===== src/rtl/iil_pkg.sv =====
package iil_pkg;

  localparam int LAT_W = 2;

  typedef enum logic [2:0] {
    IC_FP_LD   = 3'd0,
    IC_FP_ST   = 3'd1,
    IC_FP_ALU  = 3'd2,
    IC_INT_ALU = 3'd3,
    IC_BRANCH  = 3'd4
  } iclass_e;

  typedef enum logic [1:0] {
    TR_IDLE  = 2'd0,
    TR_ISSUE = 2'd1,
    TR_STALL = 2'd2,
    TR_FLUSH = 2'd3
  } trace_e;

  // how a source operand is consumed
  typedef enum logic [1:0] {
    RL_NONE   = 2'd0,
    RL_INT    = 2'd1,
    RL_FPALU  = 2'd2,
    RL_STDATA = 2'd3
  } role_e;

  // minimum gap (cycles) a consumer role must keep after a producer class
  function automatic logic [LAT_W-1:0] pair_latency(iclass_e prod, role_e role);
    logic [LAT_W-1:0] l;
    l = '0;
    unique case (prod)
      IC_FP_ALU:  l = (role == RL_FPALU) ? 2'd3 : (role == RL_STDATA) ? 2'd2 : 2'd0;
      IC_FP_LD:   l = (role == RL_FPALU) ? 2'd1 : 2'd0;
      IC_INT_ALU: l = (role == RL_INT) ? 2'd1 : 2'd0;
      default:    l = '0;
    endcase
    return l;
  endfunction

  function automatic logic [LAT_W-1:0] remaining(logic [LAT_W-1:0] lat, logic [LAT_W-1:0] age);
    return (lat > age) ? (lat - age) : '0;
  endfunction

  function automatic role_e src1_role(iclass_e c);
    unique case (c)
      IC_FP_ALU:                              return RL_FPALU;
      IC_FP_LD, IC_FP_ST, IC_INT_ALU, IC_BRANCH: return RL_INT;
      default:                                return RL_NONE;
    endcase
  endfunction

  function automatic role_e src2_role(iclass_e c);
    unique case (c)
      IC_FP_ALU:             return RL_FPALU;
      IC_FP_ST:              return RL_STDATA;
      IC_INT_ALU, IC_BRANCH: return RL_INT;
      default:               return RL_NONE;
    endcase
  endfunction

  function automatic logic writes_fp(iclass_e c);
    return (c == IC_FP_LD) || (c == IC_FP_ALU);
  endfunction

  function automatic logic writes_int(iclass_e c);
    return (c == IC_INT_ALU);
  endfunction

  function automatic logic [LAT_W-1:0] max2(logic [LAT_W-1:0] a, logic [LAT_W-1:0] b);
    return (a > b) ? a : b;
  endfunction

endpackage


===== src/rtl/iil_scoreboard.sv =====
module iil_scoreboard
  import iil_pkg::*;
#(
  parameter int IDX_W     = 5,
  parameter bit SKIP_ZERO = 1'b0,
  localparam int NREG     = 1 << IDX_W
) (
  input  logic             clk,
  input  logic             rst_n,
  input  logic             wr_en,
  input  logic [IDX_W-1:0] wr_idx,
  input  iclass_e          wr_cls,
  input  logic [IDX_W-1:0] rd0_idx,
  input  logic [IDX_W-1:0] rd1_idx,
  output logic             rd0_busy,
  output iclass_e          rd0_cls,
  output logic [LAT_W-1:0] rd0_age,
  output logic             rd1_busy,
  output iclass_e          rd1_cls,
  output logic [LAT_W-1:0] rd1_age
);

  logic [NREG-1:0]  valid_q;
  iclass_e          cls_q [NREG];
  logic [LAT_W-1:0] age_q [NREG];

  // write accepted after the zero-register filter
  logic wr_ok;
  assign wr_ok = wr_en && !(SKIP_ZERO && (wr_idx == '0));

  for (genvar g = 0; g < NREG; g++) begin : g_entry
    always_ff @(posedge clk) begin
      if (!rst_n) begin
        valid_q[g] <= 1'b0;
        cls_q[g]   <= IC_FP_LD;
        age_q[g]   <= '1;
      end else if (wr_ok && (wr_idx == IDX_W'(g))) begin
        valid_q[g] <= 1'b1;
        cls_q[g]   <= wr_cls;
        age_q[g]   <= '0;
      end else if (age_q[g] != '1) begin
        age_q[g]   <= age_q[g] + 1'b1;
      end
    end
  end

  assign rd0_busy = valid_q[rd0_idx] && !(SKIP_ZERO && (rd0_idx == '0));
  assign rd0_cls  = cls_q[rd0_idx];
  assign rd0_age  = age_q[rd0_idx];
  assign rd1_busy = valid_q[rd1_idx] && !(SKIP_ZERO && (rd1_idx == '0));
  assign rd1_cls  = cls_q[rd1_idx];
  assign rd1_age  = age_q[rd1_idx];

  // a new writer restarts the entry regardless of the older producer
  p_fresh_age_r9: assert property (@(posedge clk) disable iff (!rst_n)
    wr_ok |=> (valid_q[$past(wr_idx)] && (age_q[$past(wr_idx)] == '0)));

  if (SKIP_ZERO) begin : g_zero_chk
    // register zero of this file never becomes busy
    p_zero_idle_r8: assert property (@(posedge clk) disable iff (!rst_n)
      !valid_q[0]);
  end

endmodule


===== src/rtl/iil_hazard_calc.sv =====
module iil_hazard_calc
  import iil_pkg::*;
(
  input  iclass_e          cons_cls,
  input  logic             fp0_busy,
  input  iclass_e          fp0_cls,
  input  logic [LAT_W-1:0] fp0_age,
  input  logic             fp1_busy,
  input  iclass_e          fp1_cls,
  input  logic [LAT_W-1:0] fp1_age,
  input  logic             in0_busy,
  input  iclass_e          in0_cls,
  input  logic [LAT_W-1:0] in0_age,
  input  logic             in1_busy,
  input  iclass_e          in1_cls,
  input  logic [LAT_W-1:0] in1_age,
  output logic [LAT_W-1:0] need1,
  output logic [LAT_W-1:0] need2,
  output logic [LAT_W-1:0] need
);

  function automatic logic [LAT_W-1:0] src_need(
    role_e r,
    logic fb, iclass_e fc, logic [LAT_W-1:0] fa,
    logic ib, iclass_e ic, logic [LAT_W-1:0] ia);
    logic [LAT_W-1:0] n;
    n = '0;
    unique case (r)
      RL_INT:              n = ib ? remaining(pair_latency(ic, r), ia) : '0;
      RL_FPALU, RL_STDATA: n = fb ? remaining(pair_latency(fc, r), fa) : '0;
      default:             n = '0;
    endcase
    return n;
  endfunction

  role_e r1, r2;
  assign r1 = src1_role(cons_cls);
  assign r2 = src2_role(cons_cls);

  assign need1 = src_need(r1, fp0_busy, fp0_cls, fp0_age, in0_busy, in0_cls, in0_age);
  assign need2 = src_need(r2, fp1_busy, fp1_cls, fp1_age, in1_busy, in1_cls, in1_age);
  assign need  = max2(need1, need2);

endmodule


===== src/rtl/iil_branch_ctl.sv =====
module iil_branch_ctl
  import iil_pkg::*;
(
  input  logic    clk,
  input  logic    rst_n,
  input  logic    fire,
  input  iclass_e cls,
  input  logic    taken,
  input  logic    delay_slot_en,
  output logic    flush_q
);

  logic flush_set;
  assign flush_set = fire && (cls == IC_BRANCH) && taken && !delay_slot_en;

  always_ff @(posedge clk) begin
    if (!rst_n) flush_q <= 1'b0;
    else        flush_q <= flush_set;
  end

  // a taken branch without a filled slot is followed by a flush
  p_flush_after_taken_r11: assert property (@(posedge clk) disable iff (!rst_n)
    (fire && (cls == IC_BRANCH) && taken && !delay_slot_en) |=> flush_q);

  // in delay-slot mode no flush follows an issue
  p_no_flush_in_slot_mode_r12: assert property (@(posedge clk) disable iff (!rst_n)
    (fire && delay_slot_en) |=> !flush_q);

endmodule


===== src/rtl/issue_interlock.sv =====
module issue_interlock
  import iil_pkg::*;
#(
  parameter int REG_IDX_W = 5
) (
  input  logic                 clk,
  input  logic                 rst_n,
  input  logic                 delay_slot_en,
  input  logic                 in_valid,
  input  logic [2:0]           in_class,
  input  logic [REG_IDX_W-1:0] in_src1,
  input  logic [REG_IDX_W-1:0] in_src2,
  input  logic [REG_IDX_W-1:0] in_dst,
  input  logic                 in_taken,
  output logic                 in_ready,
  output logic                 stall_o,
  output logic [1:0]           stall_cnt,
  output logic                 flush_o,
  output logic [1:0]           trace
);

  iclass_e cls;
  assign cls = iclass_e'(in_class);

  // named internal events
  logic             issue_fire;
  logic             flush_q;
  logic [LAT_W-1:0] need, need1, need2;

  logic             fp0_busy, fp1_busy, in0_busy, in1_busy;
  iclass_e          fp0_cls, fp1_cls, in0_cls, in1_cls;
  logic [LAT_W-1:0] fp0_age, fp1_age, in0_age, in1_age;

  iil_scoreboard #(.IDX_W(REG_IDX_W), .SKIP_ZERO(1'b0)) u_fp_sb (
    .clk(clk), .rst_n(rst_n),
    .wr_en(issue_fire && writes_fp(cls)), .wr_idx(in_dst), .wr_cls(cls),
    .rd0_idx(in_src1), .rd1_idx(in_src2),
    .rd0_busy(fp0_busy), .rd0_cls(fp0_cls), .rd0_age(fp0_age),
    .rd1_busy(fp1_busy), .rd1_cls(fp1_cls), .rd1_age(fp1_age)
  );

  iil_scoreboard #(.IDX_W(REG_IDX_W), .SKIP_ZERO(1'b1)) u_int_sb (
    .clk(clk), .rst_n(rst_n),
    .wr_en(issue_fire && writes_int(cls)), .wr_idx(in_dst), .wr_cls(cls),
    .rd0_idx(in_src1), .rd1_idx(in_src2),
    .rd0_busy(in0_busy), .rd0_cls(in0_cls), .rd0_age(in0_age),
    .rd1_busy(in1_busy), .rd1_cls(in1_cls), .rd1_age(in1_age)
  );

  iil_hazard_calc u_calc (
    .cons_cls(cls),
    .fp0_busy(fp0_busy), .fp0_cls(fp0_cls), .fp0_age(fp0_age),
    .fp1_busy(fp1_busy), .fp1_cls(fp1_cls), .fp1_age(fp1_age),
    .in0_busy(in0_busy), .in0_cls(in0_cls), .in0_age(in0_age),
    .in1_busy(in1_busy), .in1_cls(in1_cls), .in1_age(in1_age),
    .need1(need1), .need2(need2), .need(need)
  );

  iil_branch_ctl u_br (
    .clk(clk), .rst_n(rst_n), .fire(issue_fire), .cls(cls),
    .taken(in_taken), .delay_slot_en(delay_slot_en), .flush_q(flush_q)
  );

  assign in_ready   = !flush_q && (need == '0);
  assign issue_fire = in_valid && in_ready;
  assign stall_o    = in_valid && !flush_q && (need != '0);
  assign stall_cnt  = need;
  assign flush_o    = flush_q;

  trace_e tr;
  always_comb begin
    if (flush_q)        tr = TR_FLUSH;
    else if (!in_valid) tr = TR_IDLE;
    else if (in_ready)  tr = TR_ISSUE;
    else                tr = TR_STALL;
  end
  assign trace = tr;

  logic [3*REG_IDX_W+4:0] in_pack;
  assign in_pack = {in_class, in_src1, in_src2, in_dst, in_taken};

  // a held instruction sees its remaining wait shrink by one per cycle
  p_countdown_r13: assert property (@(posedge clk) disable iff (!rst_n)
    (stall_o && !flush_o) |=>
      (!$stable(in_pack) || !in_valid || (stall_cnt == $past(stall_cnt) - 2'd1)));

  // flush lasts a single cycle
  p_flush_single_r11: assert property (@(posedge clk) disable iff (!rst_n)
    flush_o |=> !flush_o);

  // no instruction leaves during a flush cycle
  p_no_issue_in_flush_r11: assert property (@(posedge clk) disable iff (!rst_n)
    flush_o |-> (trace == 2'd3) && !in_ready);

endmodule


===== config.mk =====
export PLATFORM = sky130hd
export DESIGN_NAME = issue_interlock
export DESIGN_NICKNAME = d
export VERILOG_FILES = /design/src/rtl/iil_pkg.sv /design/src/rtl/iil_scoreboard.sv /design/src/rtl/iil_hazard_calc.sv /design/src/rtl/iil_branch_ctl.sv /design/src/rtl/issue_interlock.sv
export SDC_FILE = /design/constraint.sdc
export NUM_CORES = 1
export LEC_CHECK = 0
export BUFFER_PORTS_ARGS = -buffer_cell sky130_fd_sc_hd__buf_4
export CAP_MARGIN = 20
export CORE_ASPECT_RATIO = 1.4
export CORE_UTILIZATION = 23
export DETAILED_ROUTE_END_ITERATION = 7
export HOLD_SLACK_MARGIN = 0.05
export PLACE_DENSITY = 0.46
export SETUP_SLACK_MARGIN = 0.4
export SLEW_MARGIN = 20
export SYNTH_ARGS = -nofsm -noshare
export SYNTH_HDL_FRONTEND = slang
export SYNTH_HIERARCHICAL = 1
export SYNTH_SLANG_ARGS = --single-unit
export TNS_END_PERCENT = 30

===== constraint.sdc =====
create_clock -name clk -period 21.6 [get_ports clk]
set_input_delay 4.32 -clock clk [delete_from_list [all_inputs] [get_ports clk]]
set_output_delay 4.32 -clock clk [all_outputs]
set_load 0.005 [all_outputs]

==> results of run 1 <==
metrics by stage:
stage | hold WS [ns] | area [um^2] | power [W] | std cells | utilization (%)
2_1_floorplan | 0.4291 | 23860 | 0.001016 | 1895 | -
3_3_place_gp | 0.4466 | 25170 | 0.001084 | 3141 | 24.53
3_5_place_dp | 0.4459 | 25170 | 0.001092 | 3141 | 24.53
4_1_cts | 0.4556 | 26680 | 0.001880 | 3226 | 26.00
5_1_grt | 0.4864 | 26680 | 0.001926 | 3226 | 26.00
6_report | 0.4529 | 26680 | 0.001861 | 3226 | 26.00
state kept, by name, indices dropped and copies added, names as in the netlist:
register / cells
u_int_sb/cls_q: 96
u_int_sb/valid_q: 32
u_br/flush_q: 1
u_fp_sb/age_q: 64
u_int_sb/age_q: 64
u_fp_sb/valid_q: 32
u_fp_sb/cls_q: 96
worst paths after layout:
path / end / cells past startpoint / start / slack, ns
worst max register to register: u_int_sb/age_q[9][1] / 23 / u_fp_sb/cls_q[7][0] / 13.87
worst min register to register: u_fp_sb/valid_q[20] / 2 / u_fp_sb/valid_q[20] / 0.45
worst max-delay path: trace[0] / 20 / in_src2[1] / 6.44
worst min-delay path: u_fp_sb/valid_q[20] / 2 / u_fp_sb/valid_q[20] / 0.45
final cells by class:
class | count | area, um^2 | area share [%]
clock inverters | 23 | 156.4 | 0.5862
inverters | 96 | 360.3 | 1.351
repair buffers | 44 | 337.8 | 1.266
well taps | 1339 | 1675 | 6.280
multi-input cells | 1277 | 11880 | 44.53
clock buffers | 62 | 1358 | 5.088
flip-flops and latches | 385 | 10910 | 40.90
worst max-delay path, stage by stage:
cell       delay, ns
buf_4           0.62
buf_4           0.82
mux4_2          0.62
mux4_2          0.48
mux2_2          0.31
or3b_2          0.45
a21oi_1         0.18
o21bai_1        0.10
ha_1            0.18
inv_1           0.06
fa_1            0.40
o2111ai_1       0.10
o211a_1         0.20
ha_1            0.24
nand2b_1        0.16
and2_1          0.16
a32oi_1         0.65
or4b_4          0.30
or2b_1          0.23
buf_4           0.13
layer usage:
metal | track usage (%) | up-vias | part of all wire, % | routed length [um]
met1 | 16.73 | 8496 | 38 | 29370
met2 | 26.49 | 558 | 52 | 40220
met5 | 0 | - | 0 | 0
met4 | 6.358 | 0 | 4.6 | 3545
li1 | - | 7256 | - | -
met3 | 2.359 | 154 | 5.2 | 3987
power by group through the flow:
stage                     sequential [W]  combinational (W)  clock, W
after floorplan                 0.000856           0.000160         0
after global placement          0.000865           0.000219         0
after detailed placement        0.000867           0.000225         0
after CTS                       0.000851           0.000226  0.000803
after global routing            0.000854           0.000243  0.000829
final                           0.000851           0.000226  0.000784
==> results.cfg, run 1 <==
[yosys]
syn_area_um2 = 23850
syn_inst = 1893
synth.avg_cell_area_um2 = 12.60
yosysWarningCount = 6

[power_and_ir_drop]
combPwrFrac_pct = 12.1
ir_worst_vdd_mv = 0.04678
p_int_w = 0.001382
p_sw_share_pct = 25.75
leakage_nw = 9.762
switchingPower_w = 0.0004793
pwr-share-seq_pct = 45.7
powerDensity_nw_per_um2 = 69.75
clock_power_share_pct = 42.1

[global_routing]
grt_pass1_vias = 17060
grt_use_total_pct = 14.62
grt.overflow.total = 0
antenna_found_initial = 1
grt_pass1_wl_um = 113700
grt_max_degree = 83

[detailed_routing]
via_per_inst = 5.104
wl_per_cell_um = 23.91
vias = 16460
drc = 2
drtIter0Drc = 1365
antenna_left = 0
drt_first_pass_iters = 7
routed_wirelength_um = 77130

[sta]
slew_headroom_pct = 28.38
max_freq_ghz = 0.06597
rsz0062_at_grt = no
min_period_over_period_pct = 70.18
hold_viol = 0
period_needed_ns = 15.16
worstMarginPinSlew_ns = 1.066
fin_ws_ns = 6.442
finalSetupViolCount = 0
maxSlewViolCount = 0
skew_ns = 0.02522
tns_ns = 0

[setup_path]
crit_path_start_kind = input port
crit_required_ns = 17.28
critPathKind = in -> out
endpoint_kind = output port
cp_max_fo = 47
arrival_ns = 10.84

[cells_and_area]
syn2layout_area_growth_pct = 11.84
layout_commonest_cell = edfxtp_1
mostFrequentLayoutCells = 320 x edfxtp_1, 186 x and2_1, 157 x mux4_2
antenna_cells = 0
nNetsFinal = 1952
n_fill_cell = 10630
drive_gt1_share_pct = 17.70

[cts]
clock-root-buffer = clkbuf_16
clk_pin_slew_ns = 0.06
hold_buffers = 0
numClockSinks = 385
cts_made_buffers = 46
worstSkewPairLatency_ns = 0.59
cts_tree = yes
clock_path_buffers = 3
htreeDepth = 2
cts_setup_buffers = 0
cts_resized = 0

[run_status]
violations = design-rule violations
status = complete, but fails checks

[floorplan]
dieArea_um2 = 105000
fp-row-count = 139
fp.dieW_um = 274.2
start_util_pct = 23.25
io_pins = 30
die_y_um = 383.1
core_um2 = 102600

[placed_design]
place.gp.congestion = 0.8387
port_buffers = 29
dp_hpwl_um = 55150
post-place-ws_ns = 6.445

[job]
drv_cap = 0

[worst_hold_path]
hp-class = reg -> reg
No activity file was read; power rests on OpenSTA's default activity.
==> inputs of run 2 (changes only) <==
ABC_AREA = 1   (was default)
clock period = 15.7 ns   (was 21.6 ns; I/O delays follow)
==> run 2 against run 1 <==
  * The flow now finishes without violations
  * Power increased by 47%
  * Count of clock-buffer cells in the layout rose by 1
  * Flip-flop and latch count did not move
  * Sequential share of layout area shrank 2.1 points
  * Critical endpoint unchanged
  * Largest cell class unchanged
==> results.cfg, run 2 <==
[detailed_routing]
wl_per_cell_um = 18.12
drt_first_pass_iters = 6
drc = 0
via_per_inst = 4.624
vias = 23290
antenna_left = 0
routed_wirelength_um = 91270
drtIter0Drc = 1654

[setup_path]
arrival_ns = 8.60
crit_path_frequent_cell = nand2_1
cp_slowest_stage_delay_ns = 0.77
endpoint_kind = output port
crit_path_start_kind = input port
crit_required_ns = 12.56
cp_max_fo = 70
cp_slowest_cell = buf_4
critPathKind = in -> out

[yosys]
yosysWarningCount = 6
netlist-cell-type-count = 34
yosys-top-cells-area = edfxtp_1 38%, nand2_1 21%, nand3_1 13%, dfxtp_1 5.1%, inv_1 4.8%
ys_seq_area_share_pct = 42.73
synth_top_area_cell = edfxtp_1
syn_area_um2 = 25530
synth.avg_cell_area_um2 = 7.008
yosys-top-cells-count = 1411 x nand2_1, 658 x nand3_1, 329 x inv_1
synth_edf_count = 320
synth_seq_cells = 385
synthArstFlopShare_pct = 0
ys_dominant_reg_cell = edfxtp_1
synth_most_common_cell = nand2_1
syn_inst = 3643
synth.top_cell.area_share_pct = 37.64

[sta]
maxSlewViolCount = 0
finalSetupViolCount = 0
worstMarginPinSlew_ns = 1.048
skew_ns = 0.01498
hold_viol = 0
max_freq_ghz = 0.08520
rsz0062_at_grt = no
tns_ns = 0
min_period_over_period_pct = 74.76
slew_headroom_pct = 30.04
period_needed_ns = 11.74

[cts]
hold_buffers = 0
clock-root-buffer = clkbuf_16
cts_tree = yes
clk_pin_slew_ns = 0.06
htreeDepth = 2
cts_resized = 0
cts_made_buffers = 44
clock_path_buffers = 3
numClockSinks = 385
cts_setup_buffers = 0
worstSkewPairLatency_ns = 0.60

[global_routing]
grt.overflow.total = 0
grt_pass1_wl_um = 137000
grt_pass1_vias = 22600
antenna_found_initial = 1
grt_max_degree = 98
grt_use_total_pct = 15.89

[floorplan]
core_um2 = 110100
fp-row-count = 144
die_y_um = 396.2
io_pins = 30
dieArea_um2 = 112400
start_util_pct = 23.19
fp.dieW_um = 283.6

[cells_and_area]
final_area_um2 = 28100
antenna_cells = 0
post-route-util_pct = 25.52
layout_commonest_cell = nand2_1
mostFrequentLayoutCells = 1411 x nand2_1, 658 x nand3_1, 325 x nor2_1
drive_gt1_share_pct = 4.642
top_regs = u_fp_sb/cls_q x96, u_int_sb/cls_q x96
syn2layout_area_growth_pct = 10.05
n_fill_cell = 12140
nNetsFinal = 3644

[placed_design]
port_buffers = 29
place.gp.congestion = 0.8762
dp_hpwl_um = 62860
placed_cell_area_um2 = 26640

[power_and_ir_drop]
ir_worst_vdd_mv = 0.06810
leakage_nw = 12.71
powerDensity_nw_per_um2 = 97.67
total_power_w = 0.002744

[worst_hold_path]
hp-class = reg -> reg

[job]
drv_cap = 0

[run_status]
status = finished, final reports clean
-- run 2: stage by stage --
| step | worst slack, ns | hold WS [ns] | std cells |
|---|---|---|---|
| global placement | 3.933 | 0.4157 | 4956 |
| CTS | 3.983 | 0.4305 | 5036 |
| floorplan | 6.264 | 0.4071 | 3645 |
| finish | 3.963 | 0.4280 | 5036 |
| detailed placement | 3.970 | 0.4225 | 4956 |
| global route | 3.469 | 0.4659 | 5036 |
-- run 2: final timing paths --
check                            from                   end  slack [ns]  cells past startpoint
hold / removal    u_int_sb/valid_q[0]   u_int_sb/valid_q[0]        0.43                      2
hold reg to reg   u_int_sb/valid_q[0]   u_int_sb/valid_q[0]        0.43                      2
setup reg to reg  u_fp_sb/cls_q[3][0]  u_fp_sb/age_q[13][0]        9.34                     34
setup / recovery           in_src2[0]              trace[0]        3.96                     30
-- run 2: layout make-up --
class                      instances  area, um^2  area share (%)
tap                             1460        1827           6.502
inverter                         341        1289           4.587
clock buffer                      63        1254           4.462
timing repair buffer              56       434.2           1.545
sequential                       385       10910           38.83
multi-input combinational       2714       12180           43.33
clock inverter                    17       207.7          0.7392
-- run 2: worst max-delay path, delay by kind of cell --
kind,cells,cell delay (ns)
buf+inv,7,2.19
simple gates,17,1.72
fa+ha+maj,3,0.90
compound gates,3,0.48
-- run 2: cell families after synthesis --
family          after synthesis  share of synthesized area [%]
fa+ha+maj                    79                          3.989
other cells                   1                        0.01469
buf+inv                     546                          9.605
simple gates               2471                          40.45
flops                       385                          42.73
compound gates              161                          3.210
-- run 2: power by group --
part           internal, W  switching [W]
Clock             0.000635       0.000443
Sequential         0.00117      0.0000380
Combinational     0.000134       0.000325
-- run 2: routing by layer --
metal,up-vias,GRT usage [%],part of all wire (%)
met5,-,0,0.014
met4,2,9.643,6.2
met3,219,1.611,3.7
met2,609,28.68,51
met1,10940,17.96,40
li1,11510,-,-
==> inputs of run 3 (changes only) <==
clock period = 12.07 ns   (was 15.7 ns; I/O delays follow)
==> run 3 against run 2 <==
  * Final cell count about the same
  * Core utilization about the same
  * Global-route usage rose by 0.30 points
  * Critical path depth decreased by 2
  * Hold slack improved by 0.0037 ns
  * Critical path type unchanged
  * Largest power group unchanged
==> results.cfg, run 3 (same netlist as run 2, synthesis figures left out) <==
[cells_and_area]
drive_gt1_share_pct = 4.636
top_regs = u_fp_sb/cls_q x96, u_int_sb/cls_q x96
register_area_um2 = 10910
post-route-util_pct = 25.49
nNetsFinal = 3647
syn2layout_area_growth_pct = 9.924
multiInputGateArea_um2 = 12180
mostFrequentLayoutCells = 1411 x nand2_1, 658 x nand3_1, 325 x nor2_1
n_fill_cell = 12200
antenna_cells = 0
layout_commonest_cell = nand2_1

[sta]
fin_ws_ns = 2.372
maxSlewViolCount = 0
slew_headroom_pct = 29.72
skew_ns = 0.01640
min_period_over_period_pct = 80.35
finalSetupViolCount = 0
tns_ns = 0
rsz0062_at_grt = no
hold_viol = 0
worstMarginPinSlew_ns = 1.053
max_freq_ghz = 0.1031
period_needed_ns = 9.698

[detailed_routing]
drt_first_pass_iters = 6
drc = 0
routed_wirelength_um = 92930
wl_per_cell_um = 18.44
drtIter0Drc = 1810
antenna_left = 0
vias = 23590
via_per_inst = 4.680

[cts]
clock-root-buffer = clkbuf_16
htreeDepth = 2
cts_setup_buffers = 0
worstSkewPairLatency_ns = 0.60
cts_tree = yes
clk_pin_slew_ns = 0.06
cts_resized = 0
clock_path_buffers = 3
cts_made_buffers = 45
numClockSinks = 385
hold_buffers = 0

[floorplan]
die_y_um = 396.2
start_util_pct = 23.19
fp-row-count = 144
dieArea_um2 = 112400
core_um2 = 110100
io_pins = 30
fp.dieW_um = 283.6

[global_routing]
grt.overflow.total = 0
grt_max_degree = 146
grt_pass1_wl_um = 139700
grt_use_total_pct = 16.20
antenna_found_initial = 1
grt_pass1_vias = 22890

[placed_design]
dp_hpwl_um = 63890
port_buffers = 29
post-place-ws_ns = 2.429
place.gp.congestion = 0.9302

[power_and_ir_drop]
pwr-share-seq_pct = 44.9
total_power_w = 0.003489
p_int_w = 0.002439
combPwrFrac_pct = 17.3
clock_power_share_pct = 37.8
ir_worst_vdd_mv = 0.07882
powerDensity_nw_per_um2 = 124.3
p_sw_share_pct = 30.09
switchingPower_w = 0.001050
leakage_nw = 12.69

[setup_path]
endpoint_kind = output port
crit_required_ns = 9.66
reg2reg_depth = 36
cp_max_fo = 61
critPathKind = in -> out
crit_path_start_kind = input port
arrival_ns = 7.28

[job]
drv_cap = 0

[worst_hold_path]
hp-class = reg -> reg
holdPathStages = 2

[run_status]
status = finished, final reports clean
[run 3: metal layers]
metal	track usage, %	share of wire (%)
met1	18.68	40
met2	29.25	51
met3	1.640	3.9
met4	8.774	5.6
met5	0	0.014
[run 3: stage by stage]
| stage | hold slack, ns | instance area (um^2) | cells |
|---|---|---|---|
| final | 0.4316 | 28060 | 5041 |
| after global routing | 0.4601 | 28060 | 5041 |
| after CTS | 0.4363 | 28060 | 5041 |
| after detailed placement | 0.4252 | 26690 | 4958 |
| after global placement | 0.4161 | 26690 | 4958 |
| after floorplan | 0.4071 | 25540 | 3645 |
[run 3: final timing paths]
kind                                           start                  end  slack, ns
worst max-delay path                      in_src2[0]             trace[0]       2.37
worst max register to register  u_fp_sb/cls_q[16][1]  u_fp_sb/age_q[0][0]       6.03
worst min register to register   u_int_sb/valid_q[0]  u_int_sb/valid_q[0]       0.43
worst min-delay path             u_int_sb/valid_q[0]  u_int_sb/valid_q[0]       0.43
[run 3: power by group through the flow]
stage	sequential [W]	combinational (W)	clock, W
floorplan	0.00158	0.000426	0
global placement	0.00159	0.000599	0
detailed placement	0.00160	0.000601	0
CTS	0.00157	0.000604	0.00136
global route	0.00158	0.000680	0.00140
finish	0.00157	0.000603	0.00132
[run 3: worst max-delay path, cell delays in order]
cell      delay (ns)
buf_6           0.39
clkinv_2        0.78
buf_4           0.57
nand2_1         0.14
nand3_1         0.07
nand2_1         0.10
nand2_1         0.05
nand3_1         0.13
nor2_1          0.06
nor2_1          0.14
inv_1           0.06
a21oi_1         0.10
o21ai_0         0.09
ha_1            0.19
inv_1           0.06
fa_1            0.41
nand4_1         0.10
nand2_1         0.06
inv_1           0.08
ha_1            0.24
o22ai_1         0.20
inv_1           0.07
nand2_2         0.06
nand2_1         0.09
nor2_4          0.20
nand2_1         0.10
nand2_1         0.07
buf_4           0.10
[run 3: layout make-up]
type	count	area share, %
multi-input cells	2714	43.38
flip-flops and latches	385	38.88
well taps	1460	6.509
clock buffers	68	4.650
inverters	341	4.592
repair buffers	58	1.734
clock inverters	15	0.2541
